File: src/rtl/req_track_pkg.sv
// Package: shared constants for the outstanding-request tracker.
// Assumes: counters are indexed by cnt_sel_e when built as an array.
package req_track_pkg;
    localparam int unsigned DEF_CNT_W = 4;
    localparam int unsigned NUM_CNT   = 2;

    typedef enum int unsigned {
        CNT_ISSUE = 0,
        CNT_DONE  = 1
    } cnt_sel_e;
endpackage

File: src/rtl/wrap_cnt.sv
// Module: free-running wrap-around event counter.
// Adds one on each cycle that step is high and wraps silently on overflow.
// Assumes: synchronous active-low reset; step is already a clean one-cycle pulse.
module wrap_cnt #(
    parameter int unsigned W = 4
) (
    input  logic         clk,
    input  logic         rst_n,
    input  logic         step,
    output logic [W-1:0] value
);
    // Count qualifying steps; overflow wraps by modular arithmetic.
    always_ff @(posedge clk) begin
        if (!rst_n)
            value <= '0;
        else if (step)
            value <= value + W'(1);
    end
endmodule

File: src/rtl/slv_gate.sv
// Module: combinational permit for the next slave-ready.
// The permit is granted only while the counts differ and both status lines are idle (high).
// Assumes: counts wrap, so only inequality is meaningful.
module slv_gate #(
    parameter int unsigned W = 4
) (
    input  logic [W-1:0] iss_cnt,
    input  logic [W-1:0] cmp_cnt,
    input  logic         slave_done_n,
    input  logic         get_done_n,
    output logic         en
);
    logic counts_differ;

    // Wrap-safe comparison followed by qualification with the status lines.
    always_comb begin
        counts_differ = (iss_cnt != cmp_cnt);
        en = counts_differ && slave_done_n && get_done_n;
    end
endmodule

File: src/rtl/done_flag_reg.sv
// Module: registered "all requests complete" flag.
// Samples equality of the counts, qualified by slave-done active and hold low.
// Assumes: synchronous active-low reset; the flag is cleared whenever the condition fails.
module done_flag_reg #(
    parameter int unsigned W = 4
) (
    input  logic         clk,
    input  logic         rst_n,
    input  logic [W-1:0] iss_cnt,
    input  logic [W-1:0] cmp_cnt,
    input  logic         slave_done_n,
    input  logic         hold_q,
    output logic         flag
);
    logic cond;

    // Condition for completion, evaluated on the present counts.
    always_comb cond = (iss_cnt == cmp_cnt) && !slave_done_n && !hold_q;

    // Register the condition so the flag is seen one clock later.
    always_ff @(posedge clk) begin
        if (!rst_n)
            flag <= 1'b0;
        else
            flag <= cond;
    end
endmodule

File: src/rtl/req_track_ctrl.sv
// Module: outstanding-request handshake tracker (top).
// Counts issued slave-ready handshakes and returned get-done completions in two
// wrapping counters. It drives a combinational slave-ready permit and a registered
// completion flag.
// Assumes: increment inputs are single-cycle pulses synchronous to clk.
module req_track_ctrl
    import req_track_pkg::*;
#(
    parameter int unsigned CNT_W = DEF_CNT_W
) (
    input  logic clk,
    input  logic rst_n,
    input  logic issue_pulse,
    input  logic done_pulse,
    input  logic slave_done_n,
    input  logic get_done_n,
    input  logic hold_q,
    output logic slv_en,
    output logic all_done
);
    logic [NUM_CNT-1:0] step_v;
    logic [CNT_W-1:0]   cnt_q [NUM_CNT];
    logic [CNT_W-1:0]   iss_cnt;
    logic [CNT_W-1:0]   cmp_cnt;

    // Gather the increment pulses in counter-index order.
    always_comb begin
        step_v[CNT_ISSUE] = issue_pulse;
        step_v[CNT_DONE]  = done_pulse;
    end

    // One wrapping counter per tracked event kind.
    for (genvar gi = 0; gi < NUM_CNT; gi++) begin : g_cnt
        wrap_cnt #(.W(CNT_W)) u_cnt (
            .clk   (clk),
            .rst_n (rst_n),
            .step  (step_v[gi]),
            .value (cnt_q[gi])
        );
    end

    // Name the two counts for the downstream logic.
    always_comb begin
        iss_cnt = cnt_q[CNT_ISSUE];
        cmp_cnt = cnt_q[CNT_DONE];
    end

    slv_gate #(.W(CNT_W)) u_gate (
        .iss_cnt      (iss_cnt),
        .cmp_cnt      (cmp_cnt),
        .slave_done_n (slave_done_n),
        .get_done_n   (get_done_n),
        .en           (slv_en)
    );

    done_flag_reg #(.W(CNT_W)) u_flag (
        .clk          (clk),
        .rst_n        (rst_n),
        .iss_cnt      (iss_cnt),
        .cmp_cnt      (cmp_cnt),
        .slave_done_n (slave_done_n),
        .hold_q       (hold_q),
        .flag         (all_done)
    );
endmodule

File: config.mk
export PLATFORM = sky130hd
export DESIGN_NAME = req_track_ctrl
export DESIGN_NICKNAME = d
export VERILOG_FILES = /design/src/rtl/req_track_pkg.sv /design/src/rtl/wrap_cnt.sv /design/src/rtl/slv_gate.sv /design/src/rtl/done_flag_reg.sv /design/src/rtl/req_track_ctrl.sv
export SDC_FILE = /design/constraint.sdc
export NUM_CORES = 1
export LEC_CHECK = 0
export ABC_AREA = 1
export CORE_UTILIZATION = 30
export CTS_CLUSTER_SIZE = 20
export DETAILED_ROUTE_END_ITERATION = 10
export SETUP_SLACK_MARGIN = 0.15
export SYNTH_ARGS = -nofsm -noshare
export SYNTH_HDL_FRONTEND = slang
export SYNTH_SLANG_ARGS = --single-unit
File: constraint.sdc
create_clock -name clk -period 0.9 [get_ports clk]
set_input_delay 0.135 -clock clk [delete_from_list [all_inputs] [get_ports clk]]
set_output_delay 0.135 -clock clk [all_outputs]
set_load 0.005 [all_outputs]
==> results.json <==
{
  "status": "finished with violations",
  "violations": "setup timing",
  "root_buffer": "clkbuf_4",
  "gp_congestion": 0.733,
  "yosys_warnings": 0,
  "synth-seq-area-share": 0.392,
  "dr.pass1.iters": 4,
  "power_uw": 1020,
  "first_iter_violations": 5,
  "rsz0062_at_grt": "true",
  "slowest_delay_ns": 0.35,
  "avgSynthCellArea_um2": 6.65,
  "pwr-share-seq": 0.431,
  "fmax_mhz": 810,
  "rows": 13,
  "r2r_cells": 6,
  "required_ns": 0.76,
  "die_w_um": 41.1,
  "cts_max_level": 1,
  "pre_cts_slack_ns": -0.513,
  "utilization": 0.618,
  "nets": 108,
  "min-delay-start": "hold_q",
  "holdCritPathClass": "in -> reg",
  "tritoncts": "yes",
  "combPwrFrac": 0.262,
  "swShare": 0.274,
  "syn_to_final_growth_pct": 83.9,
  "tns_ns": -0.954,
  "slowest_stage": "dfxtp_2",
  "hold_path_end": "u_flag.flag$_SDFF_PN0_",
  "clock_skew_ns": 0.00290,
  "power.share.clock": 0.307,
  "fp.dieH_um": 41.1,
  "tightest_slew_ns": 0.254,
  "postCtsHoldBufs": 0,
  "drive_above_1_share": 0.602,
  "ys_types": 13,
  "numCtsBuffers": 3,
  "regToRegStartpoint": "g_cnt[1].u_cnt.value[0]$_SDFFE_PN0P_",
  "layout_worst_path_cycle_share": 1.37,
  "path_class": "reg -> out",
  "r2r-end": "g_cnt[1].u_cnt.value[2]$_SDFFE_PN0P_",
  "maxCapViolCount": 0,
  "overflow": 0,
  "placement.io_buffers": 8,
  "end_kind": "output port",
  "num_vias": 526,
  "track_usage": 0.173,
  "syn-num-nets": 78,
  "io_pins": 9,
  "final_hold_viol_count": 0,
  "antenna_found_initial": 0,
  "holdWs_ns": 0.506,
  "reg2reg_slack_ns": -0.16,
  "critPathMaxFanout": 3,
  "fin_ws_ns": -0.335,
  "synthCells": 69,
  "worstPathCellList": "inv_2 -> nand2_1 -> nand2_1 -> nor2_2 -> a21oi_2 -> buf_2",
  "syn-cell-area_um2": 459,
  "core_area_mm2": 0.00137,
  "p_sw_uw": 279,
  "vias_per_cell": 4.65,
  "slew_violations": 0,
  "clkSinkCount": 9,
  "ctsLongestPathBuffers": 2,
  "crit_top_cell": "nand2_1",
  "grt_max_degree": 7,
  "power_leakage_uw": 0.000390,
  "grt_pass1_wl_mm": 1.90,
  "p_int_uw": 739,
  "drc": 0,
  "wl_per_cell_um": 10.8,
  "hpwl_um": 776,
  "slew_headroom": 0.830,
  "ant_nets": 0,
  "worstPathArrival_ns": 1.10,
  "insertion_delay_ns": 0.26,
  "totalWireLength_mm": 1.22,
  "setup_viol": 8,
  "whs_path_depth": 4,
  "fp.dieArea_mm2": 0.00169,
  "critPathLaunchType": "flip-flop",
  "synth_seq_cells": 9,
  "power.density_mw_per_mm2": 1200,
  "start_util": 0.336,
  "first_global_vias": 504,
  "clk_pin_slew_ns": 0.06,
  "diodes": 0,
  "ir_worst_vdd_mv": 0.683,
  "fin_crit_ns": 1.23
}
routing by layer:
layer	vias up	share of wire	track usage
met4	0	0.0057	0.0242
met3	2	0.042	0.0652
met5	-	0	0
met2	11	0.55	0.344
met1	240	0.40	0.168
li1	273	-	-
cell usage in the layout (no fill, tap or decap):
master           count
a21oi_1              3
inv_1                3
ha_4                 2
buf_2                2
inv_2                7
dfxtp_1              1
nand2_1             16
nor3_4               1
a21oi_2              3
o21ai_2              3
buf_4               10
buf_6                7
nor2_4               1
dfxtp_2              8
nor2_2               3
nand2_4              5
nand2_2              2
clkbuf_4             3
nor3_1               1
clkdlybuf4s50_1      6
clkbuf_1             1
nor2_1               8
nor3_2               2
registers in the layout (all words and copies together), names as in the netlist:
name / count
g_cnt.u_cnt.value: 8
u_flag.flag: 1
area by class of cell:
type | instances | area, µm²
Clock buffer | 4 | 26.3
Timing Repair Buffer | 25 | 224
Inverter | 10 | 37.5
Fill cell | 136 | 522
Sequential cell | 9 | 190
Tap cell | 15 | 18.8
Multi-Input combinational cell | 50 | 348
power groups by stage:
stage	sequential [µW]	combinational [µW]	clock, µW
after detailed placement	444	182	0
after global routing	440	293	349
final	438	267	312
after global placement	444	179	0
after floorplan	444	80.4	0
after CTS	435	239	324
cell families (layout without fill, tap and decap cells):
kind of cell	after synthesis	count (layout)	synth area share
buf+inv	10	39	0.0817
simple gates	39	39	0.373
flops	9	9	0.392
compound gates	9	9	0.0981
fa+ha+maj	2	2	0.0545
critical path, delay by kind of cell, from the launching register on:
kind / cells / cell delay (ns)
AO/OA/AOI/OAI: 1 / 0.06
AND/OR/NAND/NOR: 3 / 0.26
flip-flops: 1 / 0.35
buffers and inverters: 2 / 0.17
cells in the mapped netlist:
master	instances	area [µm²]
nor2_2	2	12.5
nor3_2	1	10.0
a21oi_1	6	30.0
nand2_2	1	6.26
inv_2	1	3.75
nor2_4	1	11.3
o21ai_0	3	15.0
nor2_1	9	33.8
inv_1	9	33.8
dfxtp_1	9	180
ha_1	2	25.0
nand2_1	22	82.6
nor3_1	3	15.0
what timing repair did:
| item | 4_1_cts | 5_1_grt |
|---|---|---|
| endpoints found under the setup margin | 11 | 11 |
| setup buffers | 4 | 0 |
| pin swaps | 13 | 9 |
| resized for setup | 23 | 14 |
through the flow:
| step | area [µm²] | cells |
|---|---|---|
| after floorplan | 483 | 69 |
| after global placement | 679 | 105 |
| after detailed placement | 679 | 105 |
| after CTS | 796 | 113 |
| after global routing | 845 | 113 |
| final | 845 | 113 |
how the worst max path moves through the flow:
stage	from	end	slack [ns]
after global routing	g_cnt[1].u_cnt.value[1]$_SDFFE_PN0P_	slv_en	-0.40
after floorplan	g_cnt[1].u_cnt.value[1]$_SDFFE_PN0P_	g_cnt[1].u_cnt.value[1]$_SDFFE_PN0P_	0.05
after CTS	g_cnt[1].u_cnt.value[0]$_SDFFE_PN0P_	slv_en	-0.33
after detailed placement	slave_done_n	slv_en	-0.51
after global placement	slave_done_n	slv_en	-0.48
final	g_cnt[1].u_cnt.value[1]$_SDFFE_PN0P_	slv_en	-0.33
No activity file was read; power rests on OpenSTA's default activity.
